`src/rtl/tmd_pkg.sv`:
```
// Package: shared widths and word layout for the round-robin event dispatcher.
// Assumes a tower word of 8-bit energy plus one flag bit.
package tmd_pkg;
    localparam int TOWER_W = 9;                      // {flag, energy[7:0]}
    localparam int EVN_W   = 4;                      // event-number field
    localparam int LANE_W  = 1 + EVN_W + TOWER_W;    // {start, evnum, tower}

    // Assemble one lane word; the event number is carried on the start word only.
    function automatic logic [LANE_W-1:0] pack_word(input logic start,
                                                    input logic [EVN_W-1:0] num,
                                                    input logic [TOWER_W-1:0] tw);
        return {start, (start ? num : {EVN_W{1'b0}}), tw};
    endfunction
endpackage

```
`src/rtl/tmd_rotor.sv`:
```
// Module: rotation pointer and event numbering.
// Assumes bc0 takes priority over the stored pointer within the same cycle.
module tmd_rotor #(
    parameter int NUM_NODES = 10,
    localparam int PW = $clog2(NUM_NODES)
) (
    input  logic                     clk,
    input  logic                     rst_n,
    input  logic                     bc0,
    input  logic                     ev_valid,
    output logic [PW-1:0]            sel,
    output logic [PW-1:0]            ptr_q,
    output logic [tmd_pkg::EVN_W-1:0] evnum
);
    localparam logic [PW-1:0] LAST = PW'(NUM_NODES - 1);

    logic [tmd_pkg::EVN_W-1:0] count_q;

    // Slot in effect this cycle: bc0 homes the rotation before the event is placed.
    always_comb sel = bc0 ? '0 : ptr_q;

    assign evnum = count_q;

    // Advance pointer once per event and keep the running event number.
    always_ff @(posedge clk) begin
        if (!rst_n) begin
            ptr_q   <= '0;
            count_q <= '0;
        end else begin
            if (ev_valid) begin
                ptr_q   <= (sel == LAST) ? '0 : sel + 1'b1;
                count_q <= count_q + 1'b1;
            end else if (bc0) begin
                ptr_q   <= '0;
            end
        end
    end
endmodule

```
`src/rtl/tmd_lane.sv`:
```
// Module: one node lane, a double-buffered serialiser.
// Assumes TOWERS >= 2; the front buffer is shifting out and the back buffer is waiting.
// A load that finds both buffers busy (front not on its last word) is refused.
module tmd_lane #(
    parameter int TOWERS = 9,
    localparam int IW = $clog2(TOWERS),
    localparam int DW = TOWERS * tmd_pkg::TOWER_W
) (
    input  logic                      clk,
    input  logic                      rst_n,
    input  logic                      load,
    input  logic [DW-1:0]             towers_i,
    input  logic [tmd_pkg::EVN_W-1:0] evnum_i,
    output logic                      valid_o,
    output logic [tmd_pkg::LANE_W-1:0] word_o,
    output logic                      overflow_o
);
    import tmd_pkg::*;

    logic [DW-1:0]    front_q, back_q;
    logic [EVN_W-1:0] front_num_q, back_num_q;
    logic             front_busy_q, back_full_q;
    logic [IW-1:0]    idx_q;
    logic             front_done;

    // Current output word, taken straight from the front buffer.
    always_comb begin
        front_done = front_busy_q && (idx_q == IW'(TOWERS - 1));
        valid_o    = front_busy_q;
        word_o     = front_busy_q
                   ? pack_word(idx_q == '0, front_num_q, front_q[idx_q*TOWER_W +: TOWER_W])
                   : '0;
        overflow_o = load && front_busy_q && !front_done && back_full_q;
    end

    // Buffer sequencing: shift, promote back to front, accept or refuse loads.
    always_ff @(posedge clk) begin
        if (!rst_n) begin
            front_busy_q <= 1'b0;
            back_full_q  <= 1'b0;
            idx_q        <= '0;
            front_q      <= '0;
            back_q       <= '0;
            front_num_q  <= '0;
            back_num_q   <= '0;
        end else if (front_done) begin
            idx_q <= '0;
            if (back_full_q) begin
                front_q     <= back_q;
                front_num_q <= back_num_q;
                back_full_q <= load;
                if (load) begin
                    back_q     <= towers_i;
                    back_num_q <= evnum_i;
                end
            end else begin
                front_busy_q <= load;
                if (load) begin
                    front_q     <= towers_i;
                    front_num_q <= evnum_i;
                end
            end
        end else if (front_busy_q) begin
            idx_q <= idx_q + 1'b1;
            if (load && !back_full_q) begin
                back_q      <= towers_i;
                back_num_q  <= evnum_i;
                back_full_q <= 1'b1;
            end
        end else if (load) begin
            front_q      <= towers_i;
            front_num_q  <= evnum_i;
            front_busy_q <= 1'b1;
            idx_q        <= '0;
        end
    end
endmodule

```
`src/rtl/tm_event_distributor.sv`:
```
// Module: top of the round-robin event dispatcher.
// Deals whole events to NUM_NODES lanes in rotation, counts discarded events and
// replicates the lane set NUM_COPIES times (1 or 2).
module tm_event_distributor #(
    parameter int NUM_NODES  = 10,
    parameter int TOWERS     = 9,
    parameter int NUM_COPIES = 2,
    parameter int CNT_W      = 16,
    localparam int PW = $clog2(NUM_NODES),
    localparam int DW = TOWERS * tmd_pkg::TOWER_W,
    localparam int LW = tmd_pkg::LANE_W
) (
    input  logic                               clk,
    input  logic                               rst_n,
    input  logic                               bc0,
    input  logic                               ev_valid,
    input  logic [DW-1:0]                      ev_towers,
    input  logic [NUM_NODES-1:0]               node_en,
    output logic [NUM_COPIES*NUM_NODES-1:0]    lane_valid,
    output logic [NUM_COPIES*NUM_NODES*LW-1:0] lane_word,
    output logic [CNT_W-1:0]                   drop_count
);
    logic [PW-1:0]             sel, rr_ptr;
    logic [tmd_pkg::EVN_W-1:0] evnum;
    logic [NUM_NODES-1:0]      base_valid, ovf;
    logic [NUM_NODES*LW-1:0]   base_word;
    logic                      slot_off, drop_inc;

    tmd_rotor #(.NUM_NODES(NUM_NODES)) rotor_i (
        .clk(clk), .rst_n(rst_n), .bc0(bc0), .ev_valid(ev_valid),
        .sel(sel), .ptr_q(rr_ptr), .evnum(evnum)
    );

    for (genvar n = 0; n < NUM_NODES; n++) begin : g_lane
        logic ld;
        // Load this lane when the event's slot is this node and the node is enabled.
        always_comb ld = ev_valid && (sel == PW'(n)) && node_en[n];
        tmd_lane #(.TOWERS(TOWERS)) lane_i (
            .clk(clk), .rst_n(rst_n), .load(ld), .towers_i(ev_towers),
            .evnum_i(evnum), .valid_o(base_valid[n]),
            .word_o(base_word[n*LW +: LW]), .overflow_o(ovf[n])
        );
    end

    // A discarded event is one landing on a disabled slot or a full lane.
    always_comb begin
        slot_off = ev_valid && !node_en[sel];
        drop_inc = slot_off || (|ovf);
    end

    // Running count of discarded events.
    always_ff @(posedge clk) begin
        if (!rst_n)        drop_count <= '0;
        else if (drop_inc) drop_count <= drop_count + 1'b1;
    end

    // Replicate the lane set for boundary cards.
    assign lane_valid = {NUM_COPIES{base_valid}};
    assign lane_word  = {NUM_COPIES{base_word}};
endmodule

```
`config.mk`:
```
export PLATFORM = sky130hd
export DESIGN_NAME = tm_event_distributor
export DESIGN_NICKNAME = d
export VERILOG_FILES = /design/src/rtl/tmd_pkg.sv /design/src/rtl/tmd_rotor.sv /design/src/rtl/tmd_lane.sv /design/src/rtl/tm_event_distributor.sv
export SDC_FILE = /design/constraint.sdc
export NUM_CORES = 2
export LEC_CHECK = 0
export BUFFER_PORTS_ARGS = -buffer_cell sky130_fd_sc_hd__buf_2
export CAP_MARGIN = 10
export CORE_ASPECT_RATIO = 0.5
export CORE_MARGIN = 1
export CORE_UTILIZATION = 40
export DETAILED_ROUTE_END_ITERATION = 8
export GPL_ROUTABILITY_DRIVEN = 0
export HOLD_SLACK_MARGIN = 0.15
export PLACE_DENSITY = 0.67
export SYNTH_ARGS = -nofsm -noshare
export SYNTH_HDL_FRONTEND = slang
export SYNTH_SLANG_ARGS = --single-unit
```
`constraint.sdc`:
```
create_clock -name clk -period 3.6 [get_ports clk]
set_input_delay 0.18 -clock clk [delete_from_list [all_inputs] [get_ports clk]]
set_output_delay 0.18 -clock clk [all_outputs]
set_load 0.02 [all_outputs]
```
# ---- Word-level counts from Yosys, hierarchy flattened
# Index checks and enable logic that the tools add are counted.
# Widths: inputs -> output; s select.
dict set report word_totals {
  regBits 1784
}
dict set report classes {
  multipliers 10
  shifts 10
  n_addsub 13
  eq_ne 59
  order_cmp 1
  mux 305
  n_bitwise 1
  reduce_logical 165
}
# op count
set ops {}
lappend ops {{$mux 81} 90}
lappend ops {{$shiftx 81x9->9} 10}
lappend ops {{$mux 4} 123}
lappend ops {{$mux 14} 10}
lappend ops {{$mux 1} 81}
lappend ops {{$mul 4x4->8 const B} 10}
lappend ops {{$logic_and 1x1->1} 71}
lappend ops {{$reduce_bool 2->1} 30}
lappend ops {{$add 4x1->4 const B} 12}
lappend ops {{$eq 4x4->1 const B} 12}
lappend ops {{$logic_not 4->1} 11}
lappend ops {{$ne 2x1->1 const B} 20}
lappend ops {{$ne 2x2->1 const B} 20}
lappend ops {{$reduce_and 4->1} 10}
lappend ops {{$logic_not 1->1} 21}
lappend ops {{$reduce_and 2->1} 10}
lappend ops {{$reduce_or 2->1} 10}
lappend ops {{$add 16x1->16 const B} 1}
lappend ops {{$eq 4x3->1 const B} 4}
lappend ops {{$reduce_or 10->1} 1}
lappend ops {{$eq 4x2->1 const B} 2}
lappend ops {{$lt 4x5->1 const B} 1}
lappend ops {{$bmux 1 s4} 1}
lappend ops {{$eq 4x1->1 const B} 1}
lappend ops {{2 further kinds} 2}

# ---- Depth between registers and ports, before layout
dict set report logic_depth {
  depth_word 9
  ltp_mapped 15
}

# ---- Hierarchy
# A second synthesis with hierarchy kept.
dict set report hier_totals {
  cells_unflattened 10026
  hier_area_um2 88331.0
}
# module seq_area_each_um2 area_each_um2 cells_per_inst n_inst
set by_module_without_submodules {}
lappend by_module_without_submodules {tmd_lane 3523.4 8569.5 970 10}
lappend by_module_without_submodules {tm_event_distributor 320.3 2237.1 285 1}
lappend by_module_without_submodules {tmd_rotor 160.2 399.1 41 1}

# ---- Least setup slack after synthesis
# OpenSTA, ideal clock, no wires.
dict set report synth_path {
  path_type {reg2reg}
  from {register g_lane[7].lane_i.idx_q[0]}
  to {register drop_count[9]}
  slack_ns 0.234
  t_required_ns 3.530
  stages_incl_launch_ff 15
  path_buffers 5
  t_arrival_ns 3.295
  cell_sequence {dfxtp_1 -> clkbuf_1 -> buf_1 -> clkbuf_1 -> inv_1 -> ha_1 -> and3b_1 -> clkbuf_1 -> nor2_1 -> o21ai_0 -> nand4_2 -> nor3_1 -> buf_2 -> or4_1 -> a21oi_1}
}
dict set report synth_between {
  elab_chain_cells 7
}
# element line_no
set synth_lines {}
lappend synth_lines {{start, declared} tmd_lane.sv:23} ;# logic [IW-1:0] idx_q;
lappend synth_lines {{start signal, assigned} tmd_lane.sv:64} ;# idx_q <= idx_q + 1'b1;
lappend synth_lines {{$eq 4x4->1} tmd_lane.sv:28} ;# front_done = front_busy_q && (idx_q == IW'(TOWERS - 1));
lappend synth_lines {{$logic_and 1x1->1} tmd_lane.sv:28}
lappend synth_lines {{$logic_not 1->1} tmd_lane.sv:33} ;# overflow_o = load && front_busy_q && !front_done && back_full_q;
lappend synth_lines {{$logic_and 1x1->1 (2 in a row)} tmd_lane.sv:33}
lappend synth_lines {{$reduce_or 10->1} tm_event_distributor.sv:48} ;# drop_inc = slot_off || (|ovf);
lappend synth_lines {{$logic_or 1x1->1} tm_event_distributor.sv:48}
lappend synth_lines {{end signal, assigned} tm_event_distributor.sv:54} ;# else if (drop_inc) drop_count <= drop_count + 1'b1;
lappend synth_lines {{end, declared} tm_event_distributor.sv:21} ;# output logic [CNT_W-1:0] drop_count
# Every way passes these cells.
# A chain may end at the register's enable or synchronous reset.

# ---- Worst setup path in the final report
dict set report layout_path {
  from {register rotor_i.ptr_q[0]}
  to {register drop_count[9]}
}
dict set report layout_between {
  elab_chain_cells 9
  elab_cells_between_ends 67
  cone_classes {eq/ne (9); mux (3); reduce/logical (55)}
}
# element line_no
set layout_lines {}
lappend layout_lines {{start, declared} tmd_rotor.sv:12} ;# output logic [PW-1:0] ptr_q,
lappend layout_lines {{start signal, assigned} tmd_rotor.sv:31} ;# ptr_q <= (sel == LAST) ? '0 : sel + 1'b1;
lappend layout_lines {{$mux 4 (*)} n/a}
lappend layout_lines {{$eq 4x1->1 (tied with other cells)} tm_event_distributor.sv:37} ;# always_comb ld = ev_valid && (sel == PW'(n)) && node_en[n];
lappend layout_lines {{$logic_and 1x1->1 (2 in a row)} tm_event_distributor.sv:37}
lappend layout_lines {{$logic_and 1x1->1 (3 in a row)} tmd_lane.sv:33}
lappend layout_lines {{$reduce_or 10->1} tm_event_distributor.sv:48}
lappend layout_lines {{$logic_or 1x1->1 (*)} tm_event_distributor.sv:48}
# Mark *: on every way between the ends. The rest lies on a longest branch, timed or not. The select of a mux whose other input is x is not followed.

==> impl_metrics.ini <==
[synthesis]
netlist_instances = 10100
async_flop_share_pct = 0
ys_warn_count = 0
ys_ff_latch = 1784
ys_types = 62
synth_fp_nets = 10200
synth_area_per_cell_um2 = 7.88
ys.flop_type = dfxtp_1
synth_edf_count = 0
seq_area_frac_synth_pct = 45.0
synthesis.area_mm2 = 0.0794

[detailed_routing]
top_layer_used = met5
dr.pass1.iters = 9
drc = 0
met2WireLength_mm = 131
drt_iter0_drc = 10700
via_count = 76300
routed_wl_mm = 304
routed_via_density = 6.13
drt-met1-wl_mm = 118
wl_met3_mm = 33.5
antenna_left = 0
routedWlPerCell_um = 24.4

[cells_and_area]
final_layout_size_suffix_gt1_share_pct = 11.1
fin_util_pct = 44.9
syn2layout_area_growth_pct = 11.3
nFillCells = 18900
nNetsFinal = 9780
fin_area_mm2 = 0.0884
final_cells = 12400

[worst_setup_path]
start_kind = register
crit_chain = nand3b_1, nor2_1, o21ai_0, nand4_2, nor3_2, buf_4, or4_1, a21oi_1
required_ns = 4.34
arrival_ns = 4.17
crit_fanout = 21
end_kind = register
slowest_delay_ns = 0.64
critical_path_class = reg -> reg
regToRegSetupSlack_ns = 0.17
worst_path_max_delay_cell = o21ai_0

[power_and_ir_drop]
power_leakage_nw = 29.1
vdd_drop_max_mv = 0.583
power.density_mw_per_mm2 = 462
total_power_mw = 40.8

[clocking]
numCtsBuffers = 170
cts_buffer_depth = 3
htreeDepth = 4
cts_tree = yes
clk_root_buffer_cell = clkbuf_16
path_clk_slew_ns = 0.06
clock_sinks = 1784
clk_latency_ns = 0.84

[die]
die_w_um = 632
core_area_mm2 = 0.197
rows = 115
initial_core_util_pct = 40.3
dieArea_mm2 = 0.200
io_pins = 411
die_h_um = 317

[timing]
rsz0062_at_grt = no
slew_headroom_pct = 11.5
fin_tns_setup_ns = 0
fin_skew_ns = 0.0279
fmax_mhz = 292
worst_pin_slew_ns = 1.33
fin_crit_ns = 3.43
holdWs_ns = 0.193
slew_violations = 0
post-route-period-util_pct = 95.3
fin_ws_ns = 0.170
hold_viol_final = 0
setup_viol = 0

[placement]
dp_hpwl_mm = 163
dp_cells = 12000
placed_area_mm2 = 0.0818
place_ws_ns = 0.355
numPortBuffers = 410

[grt]
antenna_found_initial = 25
grt_overflow = 0
grt_pass1_vias = 68800
grt_pass1_wl_mm = 445
grt_max_degree = 126
grt_usage_pct = 28.9

[min_path]
holdCritPathClass = in -> reg

[flow_run]
maxCapViolations = 0

[status]
status = finished clean
layout by cell type (no fill, tap or decap), types with 16 or more instances in the layout:
cell,count
nand3b_1,17
and2_1,101
buf_12,45
clkinv_2,26
buf_2,409
dlygate4sd3_1,91
nand4_1,16
a31oi_1,598
mux2_2,21
o21ai_0,305
buf_4,147
nand3_4,18
xor2_1,17
o221ai_1,679
mux2i_1,140
mux4_2,114
clkbuf_8,43
a21oi_1,1108
inv_1,80
clkbuf_16,174
nor2_1,248
nor3_1,26
nand3_1,24
ha_1,22
dfxtp_1,1773
nand2_1,3018
o22ai_1,258
nand2b_1,19
clkbuf_1,41
synthesized netlist by cell type (all sizes together) (8+ instances only):
master	count	area [um^2]
mux2i	140	1400
nor3	29	145
and3	20	125
ha	22	275
nand3	42	210
o22ai	258	1610
xor2	17	149
inv	81	304
nand4	17	113
nor2b	14	87.6
a31oi	598	3740
o21ai	312	1560
mux2	21	236
and3b	9	78.8
and2	101	632
o31ai	8	60.1
nor2	248	931
o221ai	679	5950
clkbuf	1017	3820
nand2b	22	138
mux4	114	2570
nand3b	17	128
o311a	10	100
nand2	3029	11400
dfxtp	1784	35700
buf	259	1600
xnor2	11	96.3
a21oi	1111	5570
routing by layer:
layer | GRT usage, % | up-vias
met5 | 0 | -
met4 | 19.1 | 10
met3 | 6.54 | 771
met2 | 43.3 | 4218
met1 | 37.6 | 36800
li1 | - | 34500
state kept, by name, summed over array words and instances, names as in the netlist:
signal and cells:
rotor_i.evnum 4, g_lane.lane_i.front_num_q 40, g_lane.lane_i.back_q 810, g_lane.lane_i.valid_o 10, g_lane.lane_i.front_q 810, rotor_i.ptr_q 4
g_lane.lane_i.idx_q 40, g_lane.lane_i.back_num_q 40, g_lane.lane_i.back_full_q 10, drop_count 16
repair_timing:
item	4_1_cts	5_1_grt
gates resized for setup	0	1
endpoints found under the setup margin	0	2
buffers inserted	0	0
hold buffers	91	0
endpoints found under the hold margin	1491	0
worst max-delay path: cells and delay by family (launching register included):
family / cells / cell delay (ns)
AO/OA/AOI/OAI: 2 / 0.78
buffers and inverters: 1 / 0.22
flip-flops: 1 / 0.56
AND/OR/NAND/NOR: 5 / 1.77
cells by family after synthesis:
group / Yosys count / synth area share (%)
flops: 1784 / 45.0
buf+inv: 1358 / 7.21
compound gates: 3020 / 23.9
mux: 275 / 5.30
fa+ha+maj: 22 / 0.347
simple gates: 3587 / 18.0
xor+xnor: 28 / 0.309
final timing paths:
kind,from,to,depth (start not counted)
setup / recovery,rotor_i.ptr_q[0],drop_count[9],8
hold / removal,node_en[1],g_lane[1].lane_i.front_q[20],6
setup reg to reg,rotor_i.ptr_q[0],drop_count[9],8
hold reg to reg,g_lane[4].lane_i.back_q[8],g_lane[4].lane_i.back_q[8],2
report_power, final:
| part | switching, mW | internal, mW | leakage (nW) |
|---|---|---|---|
| logic | 1.80 | 0.591 | 11.9 |
| registers | 0.159 | 19.9 | 14.4 |
| clock network | 8.07 | 10.3 | 2.76 |
| total | 10.0 | 30.8 | 29.1 |
cell type report:
class                   instances  area [um^2]  area share (%)
multi-input cells            6932        38400            43.5
flip-flops and latches       1784        35700            40.4
clock buffers                 258         5100            5.77
repair buffers                693         4980            5.63
well taps                    2632         3290            3.73
clock inverters                45          473           0.535
inverters                      82          315           0.357
diodes                         14         35.0          0.0396
Note: power is estimated with default switching activity, not from simulation.
